## src/rtl/evt_pkg.sv

```systemverilog
package evt_pkg;

  typedef enum logic [1:0] {
    SZ_BYTE = 2'd0,
    SZ_HALF = 2'd1,
    SZ_WORD = 2'd2,
    SZ_RSVD = 2'd3
  } acc_size_e;

  typedef enum logic [2:0] {
    RS_NONE   = 3'd0,
    RS_CAP_LO = 3'd1,
    RS_CAP_HI = 3'd2,
    RS_CFG    = 3'd3,
    RS_CNT_LO = 3'd4,
    RS_CNT_HI = 3'd5
  } rd_sel_e;

  // register offsets (bytes)
  localparam int unsigned OFF_CAP_LO = 32'h00;
  localparam int unsigned OFF_CAP_HI = 32'h04;
  localparam int unsigned OFF_CFG_LO = 32'h10;
  localparam int unsigned OFF_CFG_HI = 32'h14;
  localparam int unsigned OFF_CNT_LO = 32'h20;
  localparam int unsigned OFF_CNT_HI = 32'h24;

  // configuration bit positions
  localparam int unsigned CFG_EN_BIT  = 0;
  localparam int unsigned CFG_LEG_BIT = 1;

endpackage

```

## src/rtl/evt_reg_decode.sv

```systemverilog
module evt_reg_decode
  import evt_pkg::*;
#(
  parameter int unsigned ADDR_W = 8
) (
  input  logic              req_valid,
  input  logic              req_ready,
  input  logic              req_write,
  input  logic [ADDR_W-1:0] req_addr,
  input  logic [1:0]        req_size,
  output logic              rd_go,
  output rd_sel_e           rd_sel,
  output logic              wr_cfg,
  output logic [1:0]        wr_cnt,
  output logic              bad_acc
);

  logic taken;
  logic legal;

  always_comb begin
    taken   = req_valid && req_ready;
    legal   = (req_size == SZ_WORD) && (req_addr[1:0] == 2'b00);
    bad_acc = taken && !legal;

    rd_go   = taken && !req_write;
    rd_sel  = RS_NONE;
    wr_cfg  = 1'b0;
    wr_cnt  = 2'b00;

    if (taken && legal) begin
      if (req_write) begin
        wr_cfg    = (req_addr == ADDR_W'(OFF_CFG_LO));
        wr_cnt[0] = (req_addr == ADDR_W'(OFF_CNT_LO));
        wr_cnt[1] = (req_addr == ADDR_W'(OFF_CNT_HI));
      end else begin
        if      (req_addr == ADDR_W'(OFF_CAP_LO)) rd_sel = RS_CAP_LO;
        else if (req_addr == ADDR_W'(OFF_CAP_HI)) rd_sel = RS_CAP_HI;
        else if (req_addr == ADDR_W'(OFF_CFG_LO)) rd_sel = RS_CFG;
        else if (req_addr == ADDR_W'(OFF_CNT_LO)) rd_sel = RS_CNT_LO;
        else if (req_addr == ADDR_W'(OFF_CNT_HI)) rd_sel = RS_CNT_HI;
        else                                      rd_sel = RS_NONE;
      end
    end
  end

endmodule

```

## src/rtl/evt_cfg_reg.sv

```systemverilog
module evt_cfg_reg
  import evt_pkg::*;
#(
  parameter int unsigned DATA_W = 32
) (
  input  logic              clk,
  input  logic              rst,
  input  logic              wr_cfg,
  input  logic [1:0]        wdata,
  output logic              en_o,
  output logic              legacy_o,
  output logic [DATA_W-1:0] cfg_word
);

  logic en_q, leg_q;
  logic en_rise, en_fall;

  // enable edges, from held value and incoming value
  always_comb begin
    en_rise = wr_cfg && !en_q &&  wdata[CFG_EN_BIT];
    en_fall = wr_cfg &&  en_q && !wdata[CFG_EN_BIT];
  end

  always_ff @(posedge clk) begin
    if (rst) begin
      en_q  <= 1'b0;
      leg_q <= 1'b0;
    end else if (wr_cfg) begin
      en_q  <= wdata[CFG_EN_BIT];
      leg_q <= wdata[CFG_LEG_BIT];
    end
  end

  always_comb begin
    cfg_word              = '0;
    cfg_word[CFG_EN_BIT]  = en_q;
    cfg_word[CFG_LEG_BIT] = leg_q;
  end

  assign en_o     = en_q;
  assign legacy_o = leg_q;

  // a start edge leaves enable set, a stop edge leaves it clear
  p_start_edge_r4: assert property (@(posedge clk) disable iff (rst)
    en_rise |=> en_q);
  p_stop_edge_r4: assert property (@(posedge clk) disable iff (rst)
    en_fall |=> !en_q);
  // without a configuration write both bits hold
  p_cfg_hold_r7: assert property (@(posedge clk) disable iff (rst)
    !wr_cfg |=> ($stable(en_q) && $stable(leg_q)));

endmodule

```

## src/rtl/evt_count_core.sv

```systemverilog
module evt_count_core #(
  parameter int unsigned DATA_W = 32,
  localparam int unsigned NHALF = 2,
  localparam int unsigned CNT_W = NHALF * DATA_W
) (
  input  logic              clk,
  input  logic              rst,
  input  logic              en_i,
  input  logic [NHALF-1:0]  wr_half_i,
  input  logic [DATA_W-1:0] wdata_i,
  output logic [CNT_W-1:0]  count_o,
  output logic              warn_o
);

  logic [CNT_W-1:0] count_q;
  logic [CNT_W-1:0] merged;
  logic             warn_q;

  // merge a written half into the current count
  for (genvar h = 0; h < NHALF; h++) begin : g_half
    assign merged[h*DATA_W +: DATA_W] =
      wr_half_i[h] ? wdata_i : count_q[h*DATA_W +: DATA_W];
  end

  always_ff @(posedge clk) begin
    if (rst) begin
      count_q <= '0;
      warn_q  <= 1'b0;
    end else begin
      warn_q <= en_i && (|wr_half_i);
      if (|wr_half_i)
        count_q <= merged;
      else if (en_i)
        count_q <= count_q + CNT_W'(1);
    end
  end

  assign count_o = count_q;
  assign warn_o  = warn_q;

  // one step per clock while running and not written
  p_step_r3: assert property (@(posedge clk) disable iff (rst)
    (en_i && !(|wr_half_i)) |=> (count_q == $past(count_q) + CNT_W'(1)));
  // held while stopped and not written
  p_frozen_r4: assert property (@(posedge clk) disable iff (rst)
    (!en_i && !(|wr_half_i)) |=> $stable(count_q));
  // writing the low half keeps the high half
  p_keep_hi_r5: assert property (@(posedge clk) disable iff (rst)
    (wr_half_i == 2'b01) |=> (count_q[CNT_W-1:DATA_W] == $past(count_q[CNT_W-1:DATA_W])));
  // writing the high half keeps the low half
  p_keep_lo_r5: assert property (@(posedge clk) disable iff (rst)
    (wr_half_i == 2'b10) |=> (count_q[DATA_W-1:0] == $past(count_q[DATA_W-1:0])));
  // at most one half per request
  p_one_half_r5: assert property (@(posedge clk) disable iff (rst)
    $onehot0(wr_half_i));

endmodule

```

## src/rtl/evt_rd_mux.sv

```systemverilog
module evt_rd_mux
  import evt_pkg::*;
#(
  parameter int unsigned DATA_W  = 32,
  parameter logic [31:0] CAP_ID  = 32'h8086A201,
  parameter int unsigned TICK_FS = 4000000,
  localparam int unsigned CNT_W  = 2 * DATA_W
) (
  input  logic              clk,
  input  logic              rst,
  input  logic              rd_go,
  input  rd_sel_e           rd_sel,
  input  logic [DATA_W-1:0] cfg_word,
  input  logic [CNT_W-1:0]  count,
  output logic              rsp_valid,
  output logic [DATA_W-1:0] rsp_rdata
);

  logic [DATA_W-1:0] pick;
  logic              vld_q;
  logic [DATA_W-1:0] dat_q;

  always_comb begin
    unique case (rd_sel)
      RS_CAP_LO: pick = DATA_W'(CAP_ID);
      RS_CAP_HI: pick = DATA_W'(TICK_FS);
      RS_CFG:    pick = cfg_word;
      RS_CNT_LO: pick = count[DATA_W-1:0];
      RS_CNT_HI: pick = count[CNT_W-1:DATA_W];
      default:   pick = '0;
    endcase
  end

  always_ff @(posedge clk) begin
    if (rst) begin
      vld_q <= 1'b0;
      dat_q <= '0;
    end else begin
      vld_q <= rd_go;
      if (rd_go) dat_q <= pick;
    end
  end

  assign rsp_valid = vld_q;
  assign rsp_rdata = dat_q;

  // one response per accepted read, one cycle later
  p_rsp_follows_r10: assert property (@(posedge clk) disable iff (rst)
    rd_go |=> rsp_valid);
  p_no_spurious_r10: assert property (@(posedge clk) disable iff (rst)
    !rd_go |=> !rsp_valid);

endmodule

```

## src/rtl/evt_main_counter.sv

```systemverilog
module evt_main_counter
  import evt_pkg::*;
#(
  parameter int unsigned ADDR_W  = 8,
  parameter logic [31:0] CAP_ID  = 32'h8086A201,
  parameter int unsigned TICK_FS = 4000000,
  localparam int unsigned DATA_W = 32,
  localparam int unsigned CNT_W  = 2 * DATA_W
) (
  input  logic              clk,
  input  logic              rst,
  input  logic              req_valid,
  output logic              req_ready,
  input  logic              req_write,
  input  logic [ADDR_W-1:0] req_addr,
  input  logic [1:0]        req_size,
  input  logic [31:0]       req_wdata,
  output logic              rsp_valid,
  output logic [31:0]       rsp_rdata,
  output logic [63:0]       count_o,
  output logic              count_en_o,
  output logic              legacy_route_o,
  output logic              cnt_wr_warn_o
);

  logic              rdy_q;
  logic              rd_go;
  rd_sel_e           rd_sel;
  logic              wr_cfg;
  logic [1:0]        wr_cnt;
  logic              bad_acc;
  logic              en;
  logic [DATA_W-1:0] cfg_word;
  logic [CNT_W-1:0]  count;

  always_ff @(posedge clk) begin
    if (rst) rdy_q <= 1'b0;
    else     rdy_q <= 1'b1;
  end
  assign req_ready = rdy_q;

  evt_reg_decode #(.ADDR_W(ADDR_W)) u_dec (
    .req_valid (req_valid),
    .req_ready (rdy_q),
    .req_write (req_write),
    .req_addr  (req_addr),
    .req_size  (req_size),
    .rd_go     (rd_go),
    .rd_sel    (rd_sel),
    .wr_cfg    (wr_cfg),
    .wr_cnt    (wr_cnt),
    .bad_acc   (bad_acc)
  );

  evt_cfg_reg #(.DATA_W(DATA_W)) u_cfg (
    .clk      (clk),
    .rst      (rst),
    .wr_cfg   (wr_cfg),
    .wdata    (req_wdata[1:0]),
    .en_o     (en),
    .legacy_o (legacy_route_o),
    .cfg_word (cfg_word)
  );

  evt_count_core #(.DATA_W(DATA_W)) u_cnt (
    .clk       (clk),
    .rst       (rst),
    .en_i      (en),
    .wr_half_i (wr_cnt),
    .wdata_i   (req_wdata),
    .count_o   (count),
    .warn_o    (cnt_wr_warn_o)
  );

  evt_rd_mux #(
    .DATA_W  (DATA_W),
    .CAP_ID  (CAP_ID),
    .TICK_FS (TICK_FS)
  ) u_rd (
    .clk       (clk),
    .rst       (rst),
    .rd_go     (rd_go),
    .rd_sel    (rd_sel),
    .cfg_word  (cfg_word),
    .count     (count),
    .rsp_valid (rsp_valid),
    .rsp_rdata (rsp_rdata)
  );

  assign count_o    = count;
  assign count_en_o = en;

  // ready is up in every cycle after reset
  p_ready_r1: assert property (@(posedge clk) disable iff (rst)
    !rst |=> req_ready);
  // an unsupported write while stopped leaves all state alone
  p_bad_write_r9: assert property (@(posedge clk) disable iff (rst)
    (bad_acc && req_write && !en) |=> ($stable(count_o) && $stable(count_en_o) && $stable(legacy_route_o)));
  // writes to the upper configuration word change nothing
  p_cfg_hi_r7: assert property (@(posedge clk) disable iff (rst)
    (req_valid && req_ready && req_write && req_addr == ADDR_W'(OFF_CFG_HI))
      |=> ($stable(count_en_o) && $stable(legacy_route_o)));
  // the warning only follows a cycle in which counting was enabled
  p_warn_cause_r8: assert property (@(posedge clk) disable iff (rst)
    cnt_wr_warn_o |-> $past(count_en_o));

endmodule

```

## config.mk

```make
export PLATFORM = sky130hd
export DESIGN_NAME = evt_main_counter
export DESIGN_NICKNAME = d
export VERILOG_FILES = /design/src/rtl/evt_pkg.sv /design/src/rtl/evt_reg_decode.sv /design/src/rtl/evt_cfg_reg.sv /design/src/rtl/evt_count_core.sv /design/src/rtl/evt_rd_mux.sv /design/src/rtl/evt_main_counter.sv
export SDC_FILE = /design/constraint.sdc
export NUM_CORES = 1
export LEC_CHECK = 0
export ABC_AREA = 0
export BUFFER_PORTS_ARGS = -buffer_cell sky130_fd_sc_hd__buf_2
export CORE_AREA = 2 2 159 161
export DETAILED_ROUTE_END_ITERATION = 8
export DIE_AREA = 0 0 161 163
export HOLD_SLACK_MARGIN = 0.1
export PLACE_DENSITY = 0.53
export SLEW_MARGIN = 20
export SYNTH_ARGS = -nofsm -noshare
export SYNTH_HDL_FRONTEND = slang
export SYNTH_SLANG_ARGS = --single-unit
```

## constraint.sdc

```tcl
create_clock -name clk -period 3.9 [get_ports clk]
set_clock_uncertainty 0.2 [all_clocks]
set_input_delay 0.78 -clock clk [delete_from_list [all_inputs] [get_ports clk]]
set_output_delay 0.78 -clock clk [all_outputs]
set_load 0.02 [all_outputs]
```

==> run_results.csv <==
group,metric,value,unit
worst_setup_path,crit_type,"input pin to flop",
clocking,htree_levels,3,
sta,setup_viol,0,
worst_setup_path,end_kind,"flop",
logic_synthesis,syn_nets,854,
grt,antenna_found_initial,1,
floorplanning,start_util,24.5,%
logic_synthesis,ys_ff_latch,101,
logic_synthesis,synth.avg_cell_area,7.49,sq um
sta,tns,0,ns
cells_and_area,antenna_cells,0,
grt,grt_overflow,0,
worst_setup_path,cpPeakStageDelay,0.57,ns
sta,finalCritPeriodShare,79.0,%
floorplanning,io_pins,147,
worst_setup_path,crit_family,"simple AND/OR/NAND/NOR gates",
place,dp_cells,1253,
clocking,cts_sinks,101,
clocking,cts_tree,"done",
run_status,status,"finished, final reports clean",
route,wire_per_inst,21.8,um
worst_setup_path,crit_top_cell,"buf_4",
logic_synthesis,synthArstFlopShare,0,%
clocking,cts_made_buffers,9,
flow_run,maxCapViolCount,0,
route,wl,27.7,mm
logic_synthesis,synth_enable_flop_cells,0,
route,dr.first_iter.drc_count,783,
grt,grt_pass1_vias,6527,
sta,final_hold_viol_count,0,
sta,worst_pin_slew,0.806,ns
worst_setup_path,path_buf_inv,3,
power,swShare,24.8,%
route,ant_nets,0,
place,place_ws,0.493,ns
place,place.gp.congestion,0.922,
worst_setup_path,crit_chain,"buf_2 -> or3b_2 -> nor4_4 -> buf_4 -> mux2i_2 -> buf_4 -> mux2i_1 -> o22ai_1",
floorplanning,coreArea,24700,sq um
power,p_switching,0.000549,W
power,p_leak,2.80,nW
floorplanning,num_rows,58,
floorplanning,die_h,163,um
clocking,clock_path_buffers,2,
cells_and_area,synthToLayoutAreaGrowth,24.5,%
sta,rsz0062_at_grt,"no",
route,route.vias.total,7118,
sta,fin_crit,3.08,ns
clocking,post_cts_resized,0,
logic_synthesis,ys_types,64,
power,p_seq_share,47.9,%
grt,grt_max_degree,54,
logic_synthesis,ys_seq_area_share,33.4,%
logic_synthesis,yosysWarnings,0,
power,power.share.combinational,6.3,%
cells_and_area,stdcell_count,1269,
clocking,ctsHoldBuffers,0,
min_path,min_path_type,"flop to flop",
logic_synthesis,syn-instance-count,807,
grt,grt_pass1_wl,41.1,mm
route,drc,0,
floorplanning,die_area,26200,sq um
worst_setup_path,cp.required,3.91,ns
grt,grt_use_total,20.7,%
cells_and_area,drive_above_1_share,24.9,%
place,place_hpwl,20.3,mm
power,pwr-share-clk,45.7,%
worst_setup_path,slowest_stage,"or3b_2",
sta,drv_slew,0,
place,numPortBuffers,146,
clocking,root_buffer,"clkbuf_16",
power,intPower,0.00167,W
route,dr.pass1.iters,5,
worst_setup_path,cp-start-kind,"input pin",
worst_setup_path,cp_data_arrival_time,3.09,ns
cells_and_area,post-route-util,30.5,%
clocking,insertion_delay,0.36,ns
power,peakVddDrop,0.000182,V
power,p_per_area,294,nW/um^2
sta,setup_slack,0.820,ns
sta,slew_headroom,46.1,%
clocking,cts_setup_buffers,0,
logic_synthesis,synth_area,6050,sq um
sta,max_freq,325,MHz
cells_and_area,nets,981,
route,viasPerCell,5.61,
floorplanning,die_w,161,um
worst_setup_path,cp_max_fo,11,
logic_synthesis,ys.flop_type,"dfxtp_1",
clocking,path_clk_slew,0.07,ns
==> power groups by stage <==
| stage | logic (W) | registers [W] | clock network, W |
|---|---|---|---|
| CTS | 0.000140 | 0.00106 | 0.00103 |
| floorplan | 0.0000574 | 0.00109 | 0 |
| detailed placement | 0.000139 | 0.00109 | 0 |
| global route | 0.000149 | 0.00106 | 0.00107 |
| global placement | 0.000138 | 0.00109 | 0 |
| finish | 0.000140 | 0.00106 | 0.00101 |
==> tightest hold or removal path: stages (launching register included) <==
cell     delay [ns]
dfxtp_1        0.31
nand2_1        0.05
a31oi_1        0.07
==> sequential cells by signal (all words and copies together) (netlist names) <==
name,cells
req_ready,1
u_rd.rsp_rdata,32
u_cnt.count_o,64
u_cfg.legacy_o,1
u_rd.rsp_valid,1
u_cfg.en_o,1
u_cnt.warn_o,1
==> area by class of cell <==
cell class	instances	area [sq um]
repair buffers	178	971
fillers	2724	17100
clock inverters	6	86.3
inverters	6	22.5
well taps	330	413
clock buffers	10	239
multi-input cells	638	3770
flip-flops and latches	101	2020
==> final timing paths <==
path	startpoint	endpoint	slack, ns	depth (start not counted)
setup / recovery	req_addr[3]	u_cnt.count_o[36]$_SDFFE_PP0P_	0.82	8
hold reg to reg	u_rd.rsp_rdata[18]$_SDFFE_PP0P_	u_rd.rsp_rdata[18]$_SDFFE_PP0P_	0.28	2
setup reg to reg	u_cnt.count_o[33]$_SDFFE_PP0P_	u_cnt.count_o[50]$_SDFFE_PP0P_	1.00	6
hold / removal	u_rd.rsp_rdata[18]$_SDFFE_PP0P_	u_rd.rsp_rdata[18]$_SDFFE_PP0P_	0.28	2
==> cells in the mapped netlist, types with 2 or more instances <==
master | count | share of area, %
nor4_1 | 17 | 1.8
o41ai_1 | 4 | 0.58
xnor2_1 | 3 | 0.43
o2bb2ai_1 | 2 | 0.29
and4_1 | 3 | 0.43
a311oi_1 | 2 | 0.29
or2_2 | 4 | 0.41
nor3b_1 | 6 | 0.74
inv_1 | 5 | 0.31
nor2_1 | 75 | 4.7
o22ai_1 | 7 | 0.72
a22o_1 | 2 | 0.29
a211oi_1 | 7 | 0.87
a41o_1 | 2 | 0.33
and2_1 | 15 | 1.6
dfxtp_1 | 101 | 33
nor3_1 | 35 | 2.9
a21oi_1 | 71 | 5.9
a22oi_1 | 28 | 3.5
nand2b_1 | 2 | 0.21
or3_1 | 8 | 0.83
mux2_2 | 23 | 4.3
clkbuf_1 | 48 | 3.0
o21a_1 | 6 | 0.74
a31oi_1 | 15 | 1.6
nor2b_1 | 2 | 0.21
mux2i_1 | 16 | 2.6
clkbuf_2 | 2 | 0.17
nand4_1 | 33 | 3.4
a21o_1 | 3 | 0.37
buf_2 | 10 | 0.83
nand2_1 | 96 | 6.0
o211ai_1 | 6 | 0.74
o21ai_0 | 57 | 4.7
nand3_1 | 30 | 2.5
nor4_2 | 5 | 1.0
o31ai_1 | 5 | 0.62
nor4b_1 | 2 | 0.29
nand3b_1 | 3 | 0.37
or4_1 | 5 | 0.62
and3_1 | 18 | 1.9
==> cells in the final DEF (no fill, tap or decap), types with 4 or more instances in the layout <==
master	count
a211oi_1	7
a21oi_1	71
a22oi_1	28
a31oi_1	15
and2_1	15
and3_1	18
buf_2	146
buf_4	32
clkbuf_16	9
dfxtp_1	101
inv_1	5
mux2_2	23
mux2i_1	15
nand2_1	96
nand3_1	30
nand4_1	33
nor2_1	75
nor3_1	34
nor3b_1	6
nor4_1	17
nor4_2	4
o211ai_1	6
o21a_1	6
o21ai_0	57
o22ai_1	7
o31ai_1	5
o41ai_1	4
or2_2	4
or3_1	8
or4_1	5
==> metrics by stage <==
step	cell area (sq um)	total power [W]	hold slack [ns]
finish	7530	0.00222	0.278
global route	7530	0.00228	0.336
CTS	7530	0.00223	0.281
detailed placement	7200	0.00122	0.272
global placement	7200	0.00122	0.269
floorplan	6050	0.00114	0.353
==> routing by layer <==
layer | up-vias | wire (um) | global-route usage (%) | share of wire [%]
li1 | 3262 | - | - | -
met1 | 3401 | 12400 | 29.6 | 45
met2 | 400 | 12000 | 31.1 | 43
met3 | 53 | 2540 | 3.97 | 9.1
met4 | 2 | 794 | 6.66 | 2.9
met5 | - | 11 | 0 | 0.040
==> cell families (layout without fill, tap and decap cells) <==
kind of cell / Yosys count / after routing / share of synthesized area (%)
buf+inv: 68 / 200 / 4.59
simple gates: 369 / 369 / 31.5
xor+xnor: 4 / 4 / 0.580
compound gates: 224 / 224 / 22.6
fa+ha+maj: 1 / 1 / 0.207
mux: 40 / 40 / 7.16
flops: 101 / 101 / 33.4
Power figures use the tool's default switching activity.
